$ cat src/rtl/pll_search_pkg.sv
package pll_search_pkg;
  typedef enum logic [2:0] {
    ST_IDLE,  // waiting for start
    ST_NLO,   // clkin / ref_max in flight
    ST_NHI,   // clkin / ref_min in flight
    ST_REF,   // clkin / n in flight
    ST_MLO,   // dco_min / ref in flight
    ST_MREQ,  // dco_max / ref in flight
    ST_MHW,   // dco_hw_max / ref in flight
    ST_EMIT   // candidate offered
  } st_e;
endpackage

$ cat src/rtl/pll_seq_div.sv
module pll_seq_div #(
  parameter int W = 32
) (
  input  logic         clk_i,
  input  logic         rst_ni,
  input  logic         go_i,
  input  logic [W-1:0] a_i,
  input  logic [W-1:0] b_i,
  output logic [W-1:0] q_o,
  output logic [W-1:0] r_o,
  output logic         done_o
);
  localparam int CW = $clog2(W + 1);

  logic [W:0]    rem_q, rem_nx, trial;
  logic [W-1:0]  quo_q, quo_nx, den_q, num_q;
  logic [CW-1:0] cnt_q;
  logic          run_q, done_q;

  always_comb begin
    trial = {rem_q[W-1:0], quo_q[W-1]};
    if (trial >= {1'b0, den_q}) begin
      rem_nx = trial - {1'b0, den_q};
      quo_nx = {quo_q[W-2:0], 1'b1};
    end else begin
      rem_nx = trial;
      quo_nx = {quo_q[W-2:0], 1'b0};
    end
  end

  always_ff @(posedge clk_i or negedge rst_ni) begin
    if (!rst_ni) begin
      rem_q  <= '0;
      quo_q  <= '0;
      den_q  <= '0;
      num_q  <= '0;
      cnt_q  <= '0;
      run_q  <= 1'b0;
      done_q <= 1'b0;
    end else begin
      done_q <= 1'b0;
      if (go_i) begin
        num_q <= a_i;
        den_q <= b_i;
        rem_q <= '0;
        if (b_i == '0) begin
          // zero divisor saturates
          quo_q  <= '1;
          run_q  <= 1'b0;
          done_q <= 1'b1;
        end else begin
          quo_q <= a_i;
          cnt_q <= CW'(W);
          run_q <= 1'b1;
        end
      end else if (run_q) begin
        rem_q <= rem_nx;
        quo_q <= quo_nx;
        cnt_q <= cnt_q - CW'(1);
        if (cnt_q == CW'(1)) begin
          run_q  <= 1'b0;
          done_q <= 1'b1;
        end
      end
    end
  end

  assign q_o    = quo_q;
  assign r_o    = rem_q[W-1:0];
  assign done_o = done_q;


  div_identity_chk: assert property (@(posedge clk_i) disable iff (!rst_ni)
    (done_o && den_q != '0) |->
      (((2*W)'(q_o) * (2*W)'(den_q) + (2*W)'(r_o)) == (2*W)'(num_q)) && (r_o < den_q));


  div_zero_chk: assert property (@(posedge clk_i) disable iff (!rst_ni)
    (done_o && den_q == '0) |-> (q_o == '1));
endmodule

$ cat src/rtl/pll_dco_calc.sv
module pll_dco_calc #(
  parameter int FW = 32,
  parameter int MW = 12,
  localparam int DW = FW + MW + 1
) (
  input  logic [MW-1:0] m_i,
  input  logic [FW-1:0] ref_i,
  output logic [DW-1:0] dco_o
);
  assign dco_o = DW'({m_i, 1'b0}) * DW'(ref_i);
endmodule

$ cat src/rtl/pll_div_search.sv
module pll_div_search
  import pll_search_pkg::*;
#(
  parameter int FW = 32,
  parameter int NW = 8,
  parameter int MW = 12,
  localparam int DW = FW + MW + 1
) (
  input  logic          clk_i,
  input  logic          rst_ni,
  input  logic          start_i,
  input  logic [FW-1:0] clkin_i,
  input  logic [FW-1:0] dco_min_i,
  input  logic [FW-1:0] dco_max_i,
  input  logic [FW-1:0] ref_min_i,
  input  logic [FW-1:0] ref_max_i,
  input  logic [FW-1:0] dco_hw_max_i,
  input  logic [NW-1:0] n_max_i,
  input  logic [MW-1:0] m_max_i,
  output logic          cand_valid_o,
  input  logic          cand_ready_i,
  input  logic          cand_take_i,
  output logic [NW-1:0] cand_n_o,
  output logic [MW-1:0] cand_m_o,
  output logic [FW-1:0] cand_ref_o,
  output logic [DW-1:0] cand_dco_o,
  output logic          busy_o,
  output logic          done_o,
  output logic          found_o
);
  localparam logic [FW-1:0] ONE = FW'(1);

  st_e           st_q;
  logic [FW-1:0] clkin_q, dmin_q, dmax_q, rmin_q, hw_q;
  logic [NW-1:0] nmax_q, n_q, n_hi_q, n_hi_c;
  logic [MW-1:0] mmax_q, m_q, m_hi_q, m_hi_c;
  logic [FW-1:0] n_lo_q, fint_q, m_lo_q, t1_q;
  logic [FW-1:0] div_a_q, div_b_q, div_q, div_r;
  logic          div_go_q, div_done;
  logic          done_q, found_q;
  logic [FW-1:0] q_ceil, q_half_ceil, q_lo1, hc_lo1, t2, tmin;

  pll_seq_div #(.W(FW)) u_div (
    .clk_i  (clk_i),
    .rst_ni (rst_ni),
    .go_i   (div_go_q),
    .a_i    (div_a_q),
    .b_i    (div_b_q),
    .q_o    (div_q),
    .r_o    (div_r),
    .done_o (div_done)
  );

  pll_dco_calc #(.FW(FW), .MW(MW)) u_dco (
    .m_i   (m_q),
    .ref_i (fint_q),
    .dco_o (cand_dco_o)
  );

  always_comb begin
    q_ceil      = div_q + {{(FW-1){1'b0}}, |div_r};
    q_half_ceil = (q_ceil >> 1) + {{(FW-1){1'b0}}, q_ceil[0]};
    q_lo1       = (q_ceil == '0) ? ONE : q_ceil;
    hc_lo1      = (q_half_ceil == '0) ? ONE : q_half_ceil;
    n_hi_c      = (div_q < FW'(nmax_q)) ? div_q[NW-1:0] : nmax_q;
    t2          = div_q >> 1;
    tmin        = (t1_q < t2) ? t1_q : t2;
    m_hi_c      = (tmin < FW'(mmax_q)) ? tmin[MW-1:0] : mmax_q;
  end

  always_ff @(posedge clk_i or negedge rst_ni) begin
    if (!rst_ni) begin
      st_q     <= ST_IDLE;
      clkin_q  <= '0;
      dmin_q   <= '0;
      dmax_q   <= '0;
      rmin_q   <= '0;
      hw_q     <= '0;
      nmax_q   <= '0;
      mmax_q   <= '0;
      n_lo_q   <= '0;
      n_hi_q   <= '0;
      n_q      <= '0;
      fint_q   <= '0;
      m_lo_q   <= '0;
      t1_q     <= '0;
      m_hi_q   <= '0;
      m_q      <= '0;
      div_go_q <= 1'b0;
      div_a_q  <= '0;
      div_b_q  <= '0;
      done_q   <= 1'b0;
      found_q  <= 1'b0;
    end else begin
      div_go_q <= 1'b0;
      unique case (st_q)
        ST_IDLE: if (start_i) begin
          clkin_q  <= clkin_i;
          dmin_q   <= dco_min_i;
          dmax_q   <= (dco_max_i == '0) ? '1 : dco_max_i;
          rmin_q   <= ref_min_i;
          hw_q     <= dco_hw_max_i;
          nmax_q   <= n_max_i;
          mmax_q   <= m_max_i;
          done_q   <= 1'b0;
          found_q  <= 1'b0;
          div_a_q  <= clkin_i;
          div_b_q  <= ref_max_i;
          div_go_q <= 1'b1;
          st_q     <= ST_NLO;
        end
        ST_NLO: if (div_done) begin
          n_lo_q   <= q_lo1;
          div_a_q  <= clkin_q;
          div_b_q  <= rmin_q;
          div_go_q <= 1'b1;
          st_q     <= ST_NHI;
        end
        ST_NHI: if (div_done) begin
          n_hi_q <= n_hi_c;
          if (n_lo_q > FW'(n_hi_c)) begin
            done_q <= 1'b1;
            st_q   <= ST_IDLE;
          end else begin
            n_q      <= n_lo_q[NW-1:0];
            div_a_q  <= clkin_q;
            div_b_q  <= FW'(n_lo_q[NW-1:0]);
            div_go_q <= 1'b1;
            st_q     <= ST_REF;
          end
        end
        ST_REF: if (div_done) begin
          fint_q   <= div_q;
          div_a_q  <= dmin_q;
          div_b_q  <= div_q;
          div_go_q <= 1'b1;
          st_q     <= ST_MLO;
        end
        ST_MLO: if (div_done) begin
          m_lo_q   <= hc_lo1;
          div_a_q  <= dmax_q;
          div_b_q  <= fint_q;
          div_go_q <= 1'b1;
          st_q     <= ST_MREQ;
        end
        ST_MREQ: if (div_done) begin
          t1_q     <= div_q >> 1;
          div_a_q  <= hw_q;
          div_b_q  <= fint_q;
          div_go_q <= 1'b1;
          st_q     <= ST_MHW;
        end
        ST_MHW: if (div_done) begin
          m_hi_q <= m_hi_c;
          if (m_lo_q <= FW'(m_hi_c)) begin
            m_q  <= m_lo_q[MW-1:0];
            st_q <= ST_EMIT;
          end else if (n_q == n_hi_q) begin
            done_q <= 1'b1;
            st_q   <= ST_IDLE;
          end else begin
            n_q      <= n_q + NW'(1);
            div_a_q  <= clkin_q;
            div_b_q  <= FW'(n_q + NW'(1));
            div_go_q <= 1'b1;
            st_q     <= ST_REF;
          end
        end
        ST_EMIT: if (cand_ready_i) begin
          if (cand_take_i) begin
            done_q  <= 1'b1;
            found_q <= 1'b1;
            st_q    <= ST_IDLE;
          end else if (m_q != m_hi_q) begin
            m_q <= m_q + MW'(1);
          end else if (n_q == n_hi_q) begin
            done_q <= 1'b1;
            st_q   <= ST_IDLE;
          end else begin
            n_q      <= n_q + NW'(1);
            div_a_q  <= clkin_q;
            div_b_q  <= FW'(n_q + NW'(1));
            div_go_q <= 1'b1;
            st_q     <= ST_REF;
          end
        end
        default: st_q <= ST_IDLE;
      endcase
    end
  end

  assign cand_valid_o = (st_q == ST_EMIT);
  assign cand_n_o     = n_q;
  assign cand_m_o     = m_q;
  assign cand_ref_o   = fint_q;
  assign busy_o       = (st_q != ST_IDLE);
  assign done_o       = done_q;
  assign found_o      = found_q;


  start_idle_chk: assert property (@(posedge clk_i) disable iff (!rst_ni)
    (!busy_o && start_i) |=> (busy_o && !done_o && !found_o));


  cand_hold_chk: assert property (@(posedge clk_i) disable iff (!rst_ni)
    (cand_valid_o && !cand_ready_i) |=>
      (cand_valid_o && $stable(cand_n_o) && $stable(cand_m_o) && $stable(cand_ref_o)));


  n_range_chk: assert property (@(posedge clk_i) disable iff (!rst_ni)
    cand_valid_o |-> (cand_n_o != '0 && cand_n_o <= nmax_q));


  m_range_chk: assert property (@(posedge clk_i) disable iff (!rst_ni)
    cand_valid_o |-> (cand_m_o != '0 && cand_m_o <= mmax_q));


  ref_floor_chk: assert property (@(posedge clk_i) disable iff (!rst_ni)
    cand_valid_o |-> ((FW+NW)'(cand_ref_o) * (FW+NW)'(cand_n_o) <= (FW+NW)'(clkin_q)));


  dco_cap_chk: assert property (@(posedge clk_i) disable iff (!rst_ni)
    cand_valid_o |-> (cand_dco_o <= DW'(hw_q) && cand_dco_o <= DW'(dmax_q)));


  dco_floor_chk: assert property (@(posedge clk_i) disable iff (!rst_ni)
    cand_valid_o |-> (cand_dco_o >= DW'(dmin_q)));


  take_end_chk: assert property (@(posedge clk_i) disable iff (!rst_ni)
    (cand_valid_o && cand_ready_i && cand_take_i) |=> (done_o && found_o && !cand_valid_o));


  found_done_chk: assert property (@(posedge clk_i) disable iff (!rst_ni)
    found_o |-> done_o);
endmodule

$ cat config.mk
export PLATFORM = sky130hd
export DESIGN_NAME = pll_div_search
export DESIGN_NICKNAME = d
export VERILOG_FILES = /design/src/rtl/pll_search_pkg.sv /design/src/rtl/pll_seq_div.sv /design/src/rtl/pll_dco_calc.sv /design/src/rtl/pll_div_search.sv
export SDC_FILE = /design/constraint.sdc
export NUM_CORES = 2
export LEC_CHECK = 0
export ABC_AREA = 1
export BUFFER_PORTS_ARGS = -buffer_cell sky130_fd_sc_hd__buf_4
export CORE_MARGIN = 4
export CORE_UTILIZATION = 55
export CTS_BUF_LIST = sky130_fd_sc_hd__clkbuf_4 sky130_fd_sc_hd__clkbuf_8
export CTS_CLUSTER_SIZE = 10
export DETAILED_ROUTE_END_ITERATION = 8
export PLACE_DENSITY = 0.74
export SLEW_MARGIN = 0
export SYNTH_ARGS = -nofsm -noshare
export SYNTH_HDL_FRONTEND = slang
export SYNTH_SLANG_ARGS = --single-unit
$ cat constraint.sdc
create_clock -name clk_i -period 7.4 [get_ports clk_i]
set_input_delay 1.11 -clock clk_i [delete_from_list [all_inputs] [get_ports clk_i]]
set_output_delay 1.11 -clock clk_i [all_outputs]
set_load 0.01 [all_outputs]
; ---- Yosys cells after proc, flatten, opt, wreduce, memory -nomap -nowiden
; Cells that the tools add are included.
[totals]
ff_bits = 521
in_bits = 217
out_inout_bits = 101
wordCells = 203
[op_classes]
n_addsub = 7
multipliers = 1
order_cmp = 6
eq_ne = 29
mux = 104
n_reduce_logical = 29
[op_table]
columns = operator, n
row1 = 32-bit 2-to-1 mux, 34
row2 = 32-bit one-hot mux with 8 select lines, 1
row3 = 32-bit one-hot mux with 7 select lines, 1
row4 = 32-bit logical NOT, 4
row5 = 12-bit 2-to-1 mux, 6
row6 = 8-bit 2-to-1 mux, 9
row7 = 12-bit by 32-bit multiplier with 44-bit output, 1
row8 = 33-bit by 32-bit >= comparator with 1-bit output, 1
row9 = 3-bit 2-to-1 mux, 11
row10 = 31-bit by 1-bit adder with 32-bit output, 1
row11 = 32-bit by 1-bit adder with 32-bit output, 1
row12 = 32-bit by 8-bit > comparator with 1-bit output, 1
row13 = 32-bit by 12-bit less-or-equal comparator with 1-bit output, 1
row14 = 32-bit by 8-bit less-than comparator with 1-bit output, 1
row15 = 32-bit OR reduction, 1
row16 = 32-bit subtractor, 1
row17 = 31-bit by 12-bit less-than comparator with 1-bit output, 1
row18 = 31-bit less-than comparator, 1
row19 = 31-bit 2-to-1 mux, 1
row20 = 1-bit 2-to-1 mux, 30
row21 = 12-bit one-hot mux with 2 select lines, 1
row22 = 3-bit one-hot mux with 8 select lines, 1
row23 = 8-bit one-hot mux with 3 select lines, 1
row24 = "2-bit by 1-bit != test with 1-bit output, second input constant", 10
row25 = other kinds (30), 55

; ---- Longest topological paths before layout
[depth]
ltp_word = 8
ltp_mapped = 47
mapped_depth_nobuf = 42

; ---- Cells and area by module
; From an unflattened synthesis, not the netlist that was laid out.
[unflattened]
hier_cells = 5911
area_unflattened_um2 = 43173.9
[modules_own_cells]
columns = module, n_inst, cells_each, area_per_inst_um2, seq_area_each_um2
row1 = pll_div_search, 1, 2926, 22748.1, 10435.0
row2 = pll_dco_calc, 1, 1854, 12917.4, 0.0
row3 = pll_seq_div, 1, 1131, 7508.5, 2602.5

; ---- Least setup slack after synthesis
; OpenSTA, ideal clock, no wires.
[synth_path]
kind = register to output
startpoint = reg m_q[10], in the netlist cand_m_o[10]
endpoint = out cand_dco_o[35]
t_arrival_ps = 5478
required_ps = 6290
slack_ps = 812
path_stages_with_launch = 28
path_buffers = 2
path_cell_list = dfrtp_1 > clkbuf_1 > buf_1 > nand2_1 > fa_1 > fa_1 > inv_1 > fa_1 > inv_1 > fa_1 > inv_1 > fa_1 > ha_1 > nand2_1 > nor2_1 > inv_1 > o21ai_0 > nand2_1 > nand2_1 > nand2_1 > nand2_1 > nand2_1 > nand2_1 > nand2_1 > o211ai_1 > nand2_1 > nand2_1 > xor2_1
[synth_between]
elab_chain_len = 1
[synth_rtl]
columns = element, line_no
row1 = from (decl), pll_div_search.sv:36  ; logic [MW-1:0] mmax_q, m_q, m_hi_q, m_hi_c;
row2 = from (signal assigned), pll_div_search.sv:156  ; m_q <= m_lo_q[MW-1:0];
row3 = from (signal assigned), pll_div_search.sv:175  ; m_q <= m_q + MW'(1);
row4 = 12-bit by 32-bit multiplier with 44-bit output, pll_dco_calc.sv:10  ; assign dco_o = DW'({m_i, 1'b0}) * DW'(ref_i);
row5 = to (decl), pll_div_search.sv:26  ; output logic [DW-1:0] cand_dco_o,
; No other way between the ends.

; ---- Final worst setup path
[layout_path]
startpoint = reg m_q[5], in the netlist cand_m_o[5]
endpoint = out cand_dco_o[43]
; Same word-level chain as after synthesis.

==> metrics.md <==
| Metric | Value |
|---|---|
| Crit path time final | ~7.2 ns |
| RSZ-0062 raised after global routing | true |
| DRT iter0 DRCs | between 4000 and 5000 |
| Final Hold Vio Count | 0 |
| Status | complete, no violations |
| Post-Synth XOR/XNOR Area | under 10% |
| Layout Skew | about 0.048 ns |
| Slowest-stage cell, CP | fa_1 |
| Initial Util | 55.5% |
| Vias | 37600 |
| Yosys top cell by area | dfrtp_1 |
| FFs w/ async S/R, synth | 100% |
| Primary FF master, synth | dfrtp_1 |
| Synth top area cells | dfrtp_1, nand2_1, fa_1 |
| Remaining Overflow, GRT | 0 |
| Top-count cell post-synth | nand2_1 |
| Setup ws final | approximately 0.17 ns |
| CTS H-tree depth | 3 |
| Post-DP HPWL | 102 mm |
| Synth top area share | about 32% |
| Post-synth design cell area | between 0.04 and 0.05 sq mm |
| Mux cell area share after synthesis | less than 1% |
| Leading cell types by count after synthesis | nand2_1, inv_1, dfrtp_1, o21ai_0, fa_1 |
| Seq/Total Area, Yosys | between 30% and 40% |
| Netlist cell types | between 50 and 60 |
| DRC | 0 |
| WP data arrival | around 6.1 ns |
| First-pass GRT wire length | ~210 mm |
| Share of cells above drive strength 1 | between 10% and 20% |
| Post-Syn Instances | 5236 |
| Least-Margin Pin Slew | roughly 1.2 ns |
| Drt pass-1 iters | 6 |
| Kind of cell adding the most delay to the critical path | adder cells |
| Post-route ant nets | 0 |
| Critical Path RT | 6.29 ns |
| FMAX | between 100 and 150 MHz |
| Yosys warns | 0 |
| Cell area after layout | around 0.047 sq mm |
| Post-Place Cell Area | about 0.044 sq mm |
| Max Cap Viol | 0 |
| Buf/Inv on CP | 4 |
| Crit-path cells | buf_6, buf_6, nand2_1, fa_1, inv_1, fa_1, fa_1, fa_1, fa_1, ha_2, a21oi_2, nor2_1, a211oi_2, o221ai_1, a31oi_1, nand3_2, nand3_1, nand2_1, xor2_1, buf_4 |
| Post-DR wirelength/cell | 20.4 um |
| Hold Buf Count CTS | 0 |
| Synth Net Count | between 5000 and 6000 |
| Final setup viols | 0 |
| Place WS | 0.311 ns |
| Type of origin of the critical path | flop |
| Root cell of the clock tree | clkbuf_8 |
| Clock transition at path regs | 0.06 ns |
| FP Rows | 99 |
| Slew headroom | between 15 and 20% |
| Post-synth EDFFs | 0 |
| Vias per cell | between 5 and 6 |
| Core area | roughly 0.073 sq mm |
| Largest net degree at the start of global routing | between 200 and 300 |
| Simple-gate share of the synthesized area | a little under a quarter |
| Die width | between 200 and 300 um |
| CP Capture Type | output port |
| TritonCTS Buffers | 89 |
| Die H | ~280 um |
| Post-synthesis compound-gate area fraction | about an eighth |
| Maximum root-to-sink buffer count | 3 |
| Post-Syn Area per Cell | ~7.7 sq um |
| Clock sink count | 521 |
| Max Slew Vio Count | 0 |
| IO buf count | roughly 320 |
| Vias in the first global route | about 36000 |
| Layout area overhead | 16.5% |
| Nets | around 6300 |
| Die area | 0.0779 sq mm |
| Adder-cell share of the synthesized area | 20.8% |
| CTS tree | built |
| CP max stage delay | roughly 0.57 ns |
| Final Wtd Congestion | roughly 1.0 |
| Routed WL | between 100 and 150 mm |
| Crit Path Class | flop to output port |
| #FFs+latches synth | approximately 520 |
| Hold Crit Class | primary input to async pin |
| I/O pins | approximately 320 |
| Worst-Skew Late Latency | roughly 0.72 ns |
| Largest family of logic cells by synthesized area | simple AND/OR/NAND/NOR gates |
| Overall routing resource usage | 34.0% |
| Crit-path max FO | 15 |
| Final Cycle Share | a little over nine tenths |
| Worst path most repeated cell | fa_1 |
| Initial antenna violation count | 1 |
==> final timing paths <==
| path | from | endpoint | slack (ns) | cells past startpoint |
|---|---|---|---|---|
| worst min-delay path | rst_ni | dmin_q[17] | 0.43 | 1 |
| worst max-delay path | cand_m_o[5] | cand_dco_o[43] | 0.17 | 20 |
| worst max register to register | u_div.q_o[30] | div_b_q[11] | 0.55 | 38 |
| max in group asynchronous | rst_ni | cand_ref_o[15] | 5.26 | 2 |
| min in group clk_i | hw_q[27] | hw_q[27] | 0.47 | 2 |
| worst min register to register | hw_q[27] | hw_q[27] | 0.47 | 2 |
==> flip-flops by register name (all words and copies together), names as in the netlist, 6 cells and up <==
name,cells
nmax_q,8
cand_n_o,8
hw_q,32
t1_q,31
u_div.cnt_q,6
u_div.rem_q,32
m_hi_q,12
div_b_q,32
rmin_q,32
cand_m_o,12
clkin_q,32
u_div.den_q,32
cand_ref_o,32
m_lo_q,32
mmax_q,12
dmin_q,32
n_hi_q,8
u_div.q_o,32
dmax_q,32
div_a_q,32
n_lo_q,32
==> final cells by class <==
cell class / count / area, sq um
antenna: 1 / 2.50
clock buffer: 135 / 1680
clock inverter: 24 / 270
fill: 6431 / 25800
inverter: 716 / 2690
multi-input combinational: 3754 / 24000
sequential: 521 / 13100
tap: 959 / 1200
timing repair buffer: 511 / 4120
==> cell usage in the layout (no fill, tap or decap), types with 10 or more instances in the layout <==
cell and instances:
a31oi_1 23, xor2_1 64, nand3b_1 15, o22ai_1 36, nor2_1 227, o21ai_0 480
clkbuf_4 28, dfrtp_1 483, clkinv_2 14, ha_1 174, nor4_1 47, nand2_1 1702
buf_12 17, xnor2_1 37, a21oi_1 169, buf_4 484, clkbuf_8 107, nand4_1 41
nor2_4 18, inv_1 697, dfrtp_2 32, o211ai_1 45, nand3_1 112, nor3_1 21
nor2_2 21, nand2_2 31, o21ai_1 10, inv_2 11, o221ai_1 30, fa_1 300
a221oi_1 30
==> kinds of logic (layout without fill, tap and decap cells) <==
logic type,after synthesis,after routing
adders and majority gates,492,492
muxes,2,2
xor gates and xnor gates,101,101
DFF,521,521
and+or+nand+nor,2259,2259
AOI/OAI and AO/OA,899,899
other,1,2
buffers and inverters,961,1386
==> stage by stage <==
step / util, % / hold slack [ns] / TNS [ns] / cells
after detailed placement: 60.7 / 0.459 / 0 / 6403
after CTS: 63.5 / 0.443 / 0 / 6566
after global routing: 64.6 / 0.471 / -0.141 / 6621
after floorplan: - / 0.442 / 0 / 5236
final: 64.6 / 0.427 / 0 / 6621
after global placement: 60.7 / 0.453 / 0 / 6403
==> per-layer routing <==
layer	GRT usage, %	vias to the layer above	part of all wire [%]
met1	47.0	18000	41
met3	7.31	312	9.9
met5	0	-	0.040
met4	14.2	2	4.6
li1	-	17400	-
met2	52.6	1868	45
==> what timing repair did <==
action,in CTS,in global routing
gates resized for setup,37,87
endpoints found under the hold margin,0,0
gates cloned,0,1
pin swaps,0,14
setup endpoints to repair,14,14
buffers inserted,4,53
Power is left out: the tool's default activity adds up to more than one toggle a clock period on the data nets, which glitch-free logic cannot reach.
